[src/rtl/scd_pkg.sv]
package scd_pkg;
  localparam int NUM_KINDS = 12;

  typedef enum logic [3:0] {
    K_NOP          = 4'd0,
    K_REF_RESET    = 4'd1,
    K_REF_KEEP     = 4'd2,
    K_REF_STOP     = 4'd3,
    K_XFER_FULL    = 4'd4,
    K_XFER_SPLIT   = 4'd5,
    K_WRITE        = 4'd6,
    K_WRITE_MASKED = 4'd7,
    K_BLOCK        = 4'd8,
    K_BLOCK_MASKED = 4'd9,
    K_LOAD_MASK    = 4'd10,
    K_LOAD_COLOR   = 4'd11
  } kind_e;

  typedef enum logic [1:0] {
    P_NONE     = 2'd0,
    P_WR_PLAIN = 2'd1,
    P_WR_MASK  = 2'd2,
    P_LOAD     = 2'd3
  } pend_e;

  typedef struct packed {
    logic  fire;
    kind_e kind;
    pend_e pend;
  } row_dec_t;
endpackage

[src/rtl/scd_strobe_edge.sv]
module scd_strobe_edge #(
  parameter int N = 2
) (
  input  logic         clk,
  input  logic         rst_n,
  input  logic [N-1:0] sig_n,
  output logic [N-1:0] fall
);
  logic [N-1:0] prev_q;

  for (genvar i = 0; i < N; i++) begin : g_bit
    always_ff @(posedge clk or negedge rst_n) begin
      if (!rst_n) prev_q[i] <= 1'b1;
      else        prev_q[i] <= sig_n[i];
    end
    assign fall[i] = prev_q[i] & ~sig_n[i];
  end
endmodule

[src/rtl/scd_row_classifier.sv]
module scd_row_classifier
  import scd_pkg::*;
(
  input  logic     cas_low,
  input  logic     trg_n,
  input  logic     we_n,
  input  logic     dsf,
  output row_dec_t dec
);
  always_comb begin
    dec.fire = 1'b0;
    dec.kind = K_NOP;
    dec.pend = P_NONE;
    if (cas_low) begin
      dec.fire = 1'b1;
      unique case ({we_n, dsf})
        2'b00:   dec.kind = K_NOP;
        2'b01:   dec.kind = K_REF_STOP;
        2'b10:   dec.kind = K_REF_RESET;
        default: dec.kind = K_REF_KEEP;
      endcase
    end else if (!trg_n) begin
      dec.fire = 1'b1;
      if (we_n) dec.kind = dsf ? K_XFER_SPLIT : K_XFER_FULL;
      else      dec.kind = K_NOP;
    end else begin
      unique case ({we_n, dsf})
        2'b00:   dec.pend = P_WR_MASK;
        2'b10:   dec.pend = P_WR_PLAIN;
        2'b11:   dec.pend = P_LOAD;
        default: dec.fire = 1'b1;
      endcase
    end
  end
endmodule

[src/rtl/scd_col_resolver.sv]
module scd_col_resolver
  import scd_pkg::*;
(
  input  pend_e pend,
  input  logic  dsf,
  output kind_e kind
);
  always_comb begin
    unique case (pend)
      P_WR_PLAIN: kind = dsf ? K_BLOCK : K_WRITE;
      P_WR_MASK:  kind = dsf ? K_BLOCK_MASKED : K_WRITE_MASKED;
      P_LOAD:     kind = dsf ? K_LOAD_COLOR : K_LOAD_MASK;
      default:    kind = K_NOP;
    endcase
  end
endmodule

[src/rtl/scd_mode_regs.sv]
module scd_mode_regs
  import scd_pkg::*;
#(
  parameter int STOP_W = 4
) (
  input  logic              clk,
  input  logic              rst_n,
  input  logic              upd,
  input  kind_e             kind,
  input  logic [STOP_W-1:0] stop_in,
  output logic              persist_mode,
  output logic              stop_mode,
  output logic [STOP_W-1:0] stop_code,
  output logic              init_pending
);
  logic              persist_d, stop_d, init_d;
  logic [STOP_W-1:0] code_d;

  always_comb begin
    persist_d = persist_mode;
    stop_d    = stop_mode;
    code_d    = stop_code;
    init_d    = init_pending;
    if (upd) begin
      unique case (kind)
        K_REF_RESET: begin
          persist_d = 1'b0;
          stop_d    = 1'b0;
          code_d    = '0;
          init_d    = 1'b0;
        end
        K_REF_STOP: begin
          stop_d = 1'b1;
          code_d = stop_in;
        end
        K_LOAD_MASK: persist_d = 1'b1;
        default: ;
      endcase
    end
  end

  always_ff @(posedge clk or negedge rst_n) begin
    if (!rst_n) begin
      persist_mode <= 1'b0;
      stop_mode    <= 1'b0;
      stop_code    <= '0;
      init_pending <= 1'b1;
    end else if (upd) begin
      persist_mode <= persist_d;
      stop_mode    <= stop_d;
      stop_code    <= code_d;
      init_pending <= init_d;
    end
  end
endmodule

[src/rtl/strobe_cycle_decoder.sv]
module strobe_cycle_decoder
  import scd_pkg::*;
#(
  parameter int ADDR_W   = 9,
  parameter int STOP_LSB = 4,
  parameter int STOP_W   = 4
) (
  input  logic                 clk,
  input  logic                 rst_n,
  input  logic                 ras_n,
  input  logic                 cas_lo_n,
  input  logic                 cas_hi_n,
  input  logic                 trg_n,
  input  logic                 we_n,
  input  logic                 dsf,
  input  logic [ADDR_W-1:0]    addr,
  output logic                 cyc_valid,
  output logic [NUM_KINDS-1:0] cyc_onehot,
  output logic                 persist_mode,
  output logic                 stop_mode,
  output logic [STOP_W-1:0]    stop_code,
  output logic                 init_pending
);
  localparam int SYNC_STAGES = 2;

  // reset: asynchronous assert, synchronous release
  logic [SYNC_STAGES-1:0] rst_sync_q;
  logic                   rst_i_n;
  always_ff @(posedge clk or negedge rst_n) begin
    if (!rst_n) rst_sync_q <= '0;
    else        rst_sync_q <= {rst_sync_q[SYNC_STAGES-2:0], 1'b1};
  end
  assign rst_i_n = rst_sync_q[SYNC_STAGES-1];

  // combined column strobe: low when either byte strobe is low
  logic       cas_n_all;
  logic [1:0] fall;
  logic       ras_fall, cas_fall;
  assign cas_n_all = cas_lo_n & cas_hi_n;

  scd_strobe_edge #(.N(2)) u_edge (
    .clk   (clk),
    .rst_n (rst_i_n),
    .sig_n ({cas_n_all, ras_n}),
    .fall  (fall)
  );
  assign ras_fall = fall[0];
  assign cas_fall = fall[1];

  row_dec_t row_dec;
  scd_row_classifier u_row (
    .cas_low (~cas_n_all),
    .trg_n   (trg_n),
    .we_n    (we_n),
    .dsf     (dsf),
    .dec     (row_dec)
  );

  pend_e pend_q, pend_d;
  kind_e col_kind;
  scd_col_resolver u_col (
    .pend (pend_q),
    .dsf  (dsf),
    .kind (col_kind)
  );

  logic col_fire, evt_fire;
  kind_e evt_kind;
  assign col_fire = ~ras_n & ~ras_fall & cas_fall & (pend_q != P_NONE);
  assign evt_fire = (ras_fall & row_dec.fire) | col_fire;
  assign evt_kind = ras_fall ? row_dec.kind : col_kind;

  always_comb begin
    pend_d = pend_q;
    if (ras_n)         pend_d = P_NONE;
    else if (ras_fall) pend_d = row_dec.pend;
    else if (cas_fall) pend_d = P_NONE;
  end

  always_ff @(posedge clk or negedge rst_i_n) begin
    if (!rst_i_n) pend_q <= P_NONE;
    else          pend_q <= pend_d;
  end

  // one-hot expansion of the decoded kind
  logic [NUM_KINDS-1:0] onehot_d;
  for (genvar k = 0; k < NUM_KINDS; k++) begin : g_hot
    assign onehot_d[k] = evt_fire & (evt_kind == kind_e'(k));
  end

  always_ff @(posedge clk or negedge rst_i_n) begin
    if (!rst_i_n) begin
      cyc_valid  <= 1'b0;
      cyc_onehot <= '0;
    end else begin
      cyc_valid  <= evt_fire;
      cyc_onehot <= onehot_d;
    end
  end

  scd_mode_regs #(.STOP_W(STOP_W)) u_modes (
    .clk          (clk),
    .rst_n        (rst_i_n),
    .upd          (evt_fire),
    .kind         (evt_kind),
    .stop_in      (addr[STOP_LSB +: STOP_W]),
    .persist_mode (persist_mode),
    .stop_mode    (stop_mode),
    .stop_code    (stop_code),
    .init_pending (init_pending)
  );
endmodule

[config.mk]
export PLATFORM = sky130hd
export DESIGN_NAME = strobe_cycle_decoder
export DESIGN_NICKNAME = d
export VERILOG_FILES = /design/src/rtl/scd_pkg.sv /design/src/rtl/scd_strobe_edge.sv /design/src/rtl/scd_row_classifier.sv /design/src/rtl/scd_col_resolver.sv /design/src/rtl/scd_mode_regs.sv /design/src/rtl/strobe_cycle_decoder.sv
export SDC_FILE = /design/constraint.sdc
export NUM_CORES = 1
export LEC_CHECK = 0
export ABC_AREA = 1
export BUFFER_PORTS_ARGS = -buffer_cell sky130_fd_sc_hd__buf_2
export CELL_PAD_IN_SITES_DETAIL_PLACEMENT = 1
export CELL_PAD_IN_SITES_GLOBAL_PLACEMENT = 1
export CORE_UTILIZATION = 30
export DETAILED_ROUTE_END_ITERATION = 16
export PLACE_DENSITY_LB_ADDON = 0.1
export SYNTH_ARGS = -nofsm -noshare
export SYNTH_HDL_FRONTEND = slang
export SYNTH_SLANG_ARGS = --single-unit
export TNS_END_PERCENT = 30
[constraint.sdc]
create_clock -name clk -period 1.5 [get_ports clk]
set_clock_uncertainty 0.05 [all_clocks]
set_input_delay 0.45 -clock clk [delete_from_list [all_inputs] [get_ports clk]]
set_output_delay 0.45 -clock clk [all_outputs]
set_load 0.02 [all_outputs]
==> impl_metrics.ini <==
[cells_and_area]
finish.utilization_pct = 45.39
fin_nets = 212
drive_gt1_share_pct = 44.97
fill_cells = 472
stdcell_area_sq_um = 1674
diodes = 0
layout-area-overhead-vs-synth_pct = 44.03
stdcell_count = 237

[power]
ir_worst_vdd_mv = 0.3304
pwr-share-clk_pct = 27.5
p_sw_share_pct = 28.40
p_per_area_nw_per_um2 = 945.4
p_switching_uw = 449.5
p_leak_uw = 0.0009184
seqPwrFrac_pct = 50.0
p_comb_share_pct = 22.5
p_int_uw = 1133

[clocking]
root_buffer = clkbuf_8
cts_made_buffers = 3
cts_sinks = 26
cts_tree = yes
cts_buffer_depth = 2
path_clk_slew_ps = 80
clk_latency_ps = 260
htreeDepth = 1

[place]
placed_cell_area_sq_um = 1513
routabilityCongestion = 0.7576
place_inst = 229
detailed_place_hpwl_um = 2095
io_buffers = 31

[logic_synthesis]
synth_common_cells = nand2_1 (35), dfrtp_1 (23), nor2_1 (15)
yosysMostFrequentCell = nand2_1
ys_top_cells_by_area = dfrtp_1 (50%), nand2_1 (11%), dfstp_2 (6.8%)
syn_avg_cell_area_sq_um = 8.806
syn-num-nets = 154
synth_edf_count = 0
synth_ff_type = dfrtp_1
ys_async_sr_fraction_pct = 100.0
synthCells = 132
synth_seq_cells = 26
seq_area_frac_synth_pct = 56.30
yosys_warnings = 0
synth_top_cell_by_area = dfrtp_1
syn_area_sq_um = 1162
netlist.area_leader.share_pct = 49.52
synth_cell_types = 20

[setup_path]
critPathMaxFanout = 2
cp_slowest_cell = dfstp_2
critPathKind = flop to primary output
path_buf_inv = 1
startpoint_type = flop
critPathCaptureType = primary output
path_cells = buf_2
slowest_delay_ps = 530
critPathTopFamily = flip-flops
critical_path_arrival_ps = 950
required_ps = 1000

[sta]
finalMaxSlewViolations = 0
period_share_pct = 96.41
min_period_ps = 1446
finalSetupViolCount = 0
hold_viol = 0
fmax_ghz = 0.6915
tns_ps = 0
rsz0062_at_grt = yes

[drt]
via_per_inst = 4.350
drtIter0Drc = 41
ant_nets = 0
firstDrtPassIters = 4
vias = 1031
route.detailed.drc = 0
routed_wl_um = 2653
avgRoutedWirePerCell_um = 11.19

[worst_hold_path]
hold_class = flop to asynchronous set/reset pin

[die]
initial_core_util_pct = 31.51
die_h_um = 64.25
core-area_sq_um = 3689
num_rows = 22
io-pin-count = 37
die_area_sq_um = 4127
die_w_um = 64.25

[global_route]
grt_use_total_pct = 14.43
grt_pass1_vias = 1038
grt_max_degree = 25
antenna_found_initial = 0
grt_pass1_wl_um = 4560
grt_overflow = 0

[status]
outcome = complete, no violations

[flow_run]
drv_cap = 0
placed cells by master (no fill, tap or decap), drive strengths merged:
cell,instances
conb,1
nor2,18
o211ai,1
nand4,1
clkbuf,4
o22ai,1
a21oi,2
inv,19
nand2,39
dlygate4sd3,1
buf,52
o21ai,8
dfstp,3
nand3,11
dfrtp,23
ha,5
metal layers:
metal / vias to the layer above / routed length [um] / track usage (%)
li1: 521 / - / -
met1: 490 / 1143 / 16.76
met2: 18 / 1406 / 25.79
met3: 2 / 81 / 3.214
met4: 0 / 21 / 5.000
met5: - / 0 / 0
sequential cells by signal, summed over array words and instances (netlist names), 2 cells and up:
name / flops
cyc_onehot: 12
rst_sync_q: 2
u_modes.stop_code: 4
u_edge.prev_q: 2
pend_q: 2
worst paths after layout:
path / start / end / slack, ps / cells after the start
max reg2reg: u_edge.prev_q[0] / u_modes.persist_mode / 80 / 7
min in group clk: ras_n / u_edge.prev_q[0] / 240 / 1
min reg2reg: rst_sync_q[1] / u_modes.stop_code[1] / 160 / 1
min: rst_sync_q[1] / u_modes.stop_code[1] / 160 / 1
max: u_modes.init_pending / init_pending / 50 / 1
max in group asynchronous: rst_n / rst_sync_q[0] / 870 / 2
metrics by stage:
stage                     total power, uW  hold slack, ps  worst slack [ps]
after floorplan                     983.8           104.4             23.60
after global placement               1118           171.8            -278.1
after detailed placement             1135           174.3            -325.3
after CTS                            1582           182.5            -6.076
after global routing                 1688           220.4            -7.758
final                                1583           161.7             53.86
power by group through the flow:
stage          clock network (uW)  registers [uW]  logic (uW)
2_1_floorplan                   0             880         104
3_3_place_gp                    0             799         319
3_5_place_dp                    0             804         330
4_1_cts                       449             791         341
5_1_grt                       496             797         395
6_report                      435             791         356
cell families (layout without fill, tap and decap cells):
kind of cell	Yosys count	after routing	share of synthesized area (%)
and+or+nand+nor	69	69	26.05
buffers and inverters	19	76	6.136
AOI/OAI and AO/OA	12	12	5.812
DFF	26	26	56.30
adders and majority gates	5	5	5.382
other	1	1	0.3226
final cells by class:
| class | instances | area, sq um | area share, % |
|---|---|---|---|
| Sequential cell | 26 | 655.6 | 39.16 |
| Timing Repair Buffer | 53 | 322.8 | 19.28 |
| Clock buffer | 4 | 55.05 | 3.288 |
| Multi-Input combinational cell | 87 | 504.2 | 30.12 |
| Inverter | 19 | 76.32 | 4.559 |
| Tap cell | 48 | 60.06 | 3.587 |
repair_timing:
item                                    in CTS  in global routing
pin swaps                                    2                  7
hold buffers                                 1                  0
hold endpoints to repair                     2                  0
gates resized for setup                      4                 17
endpoints found under the setup margin       8                 15
buffers inserted                             2                  1
(Power assumes the default switching activity.)
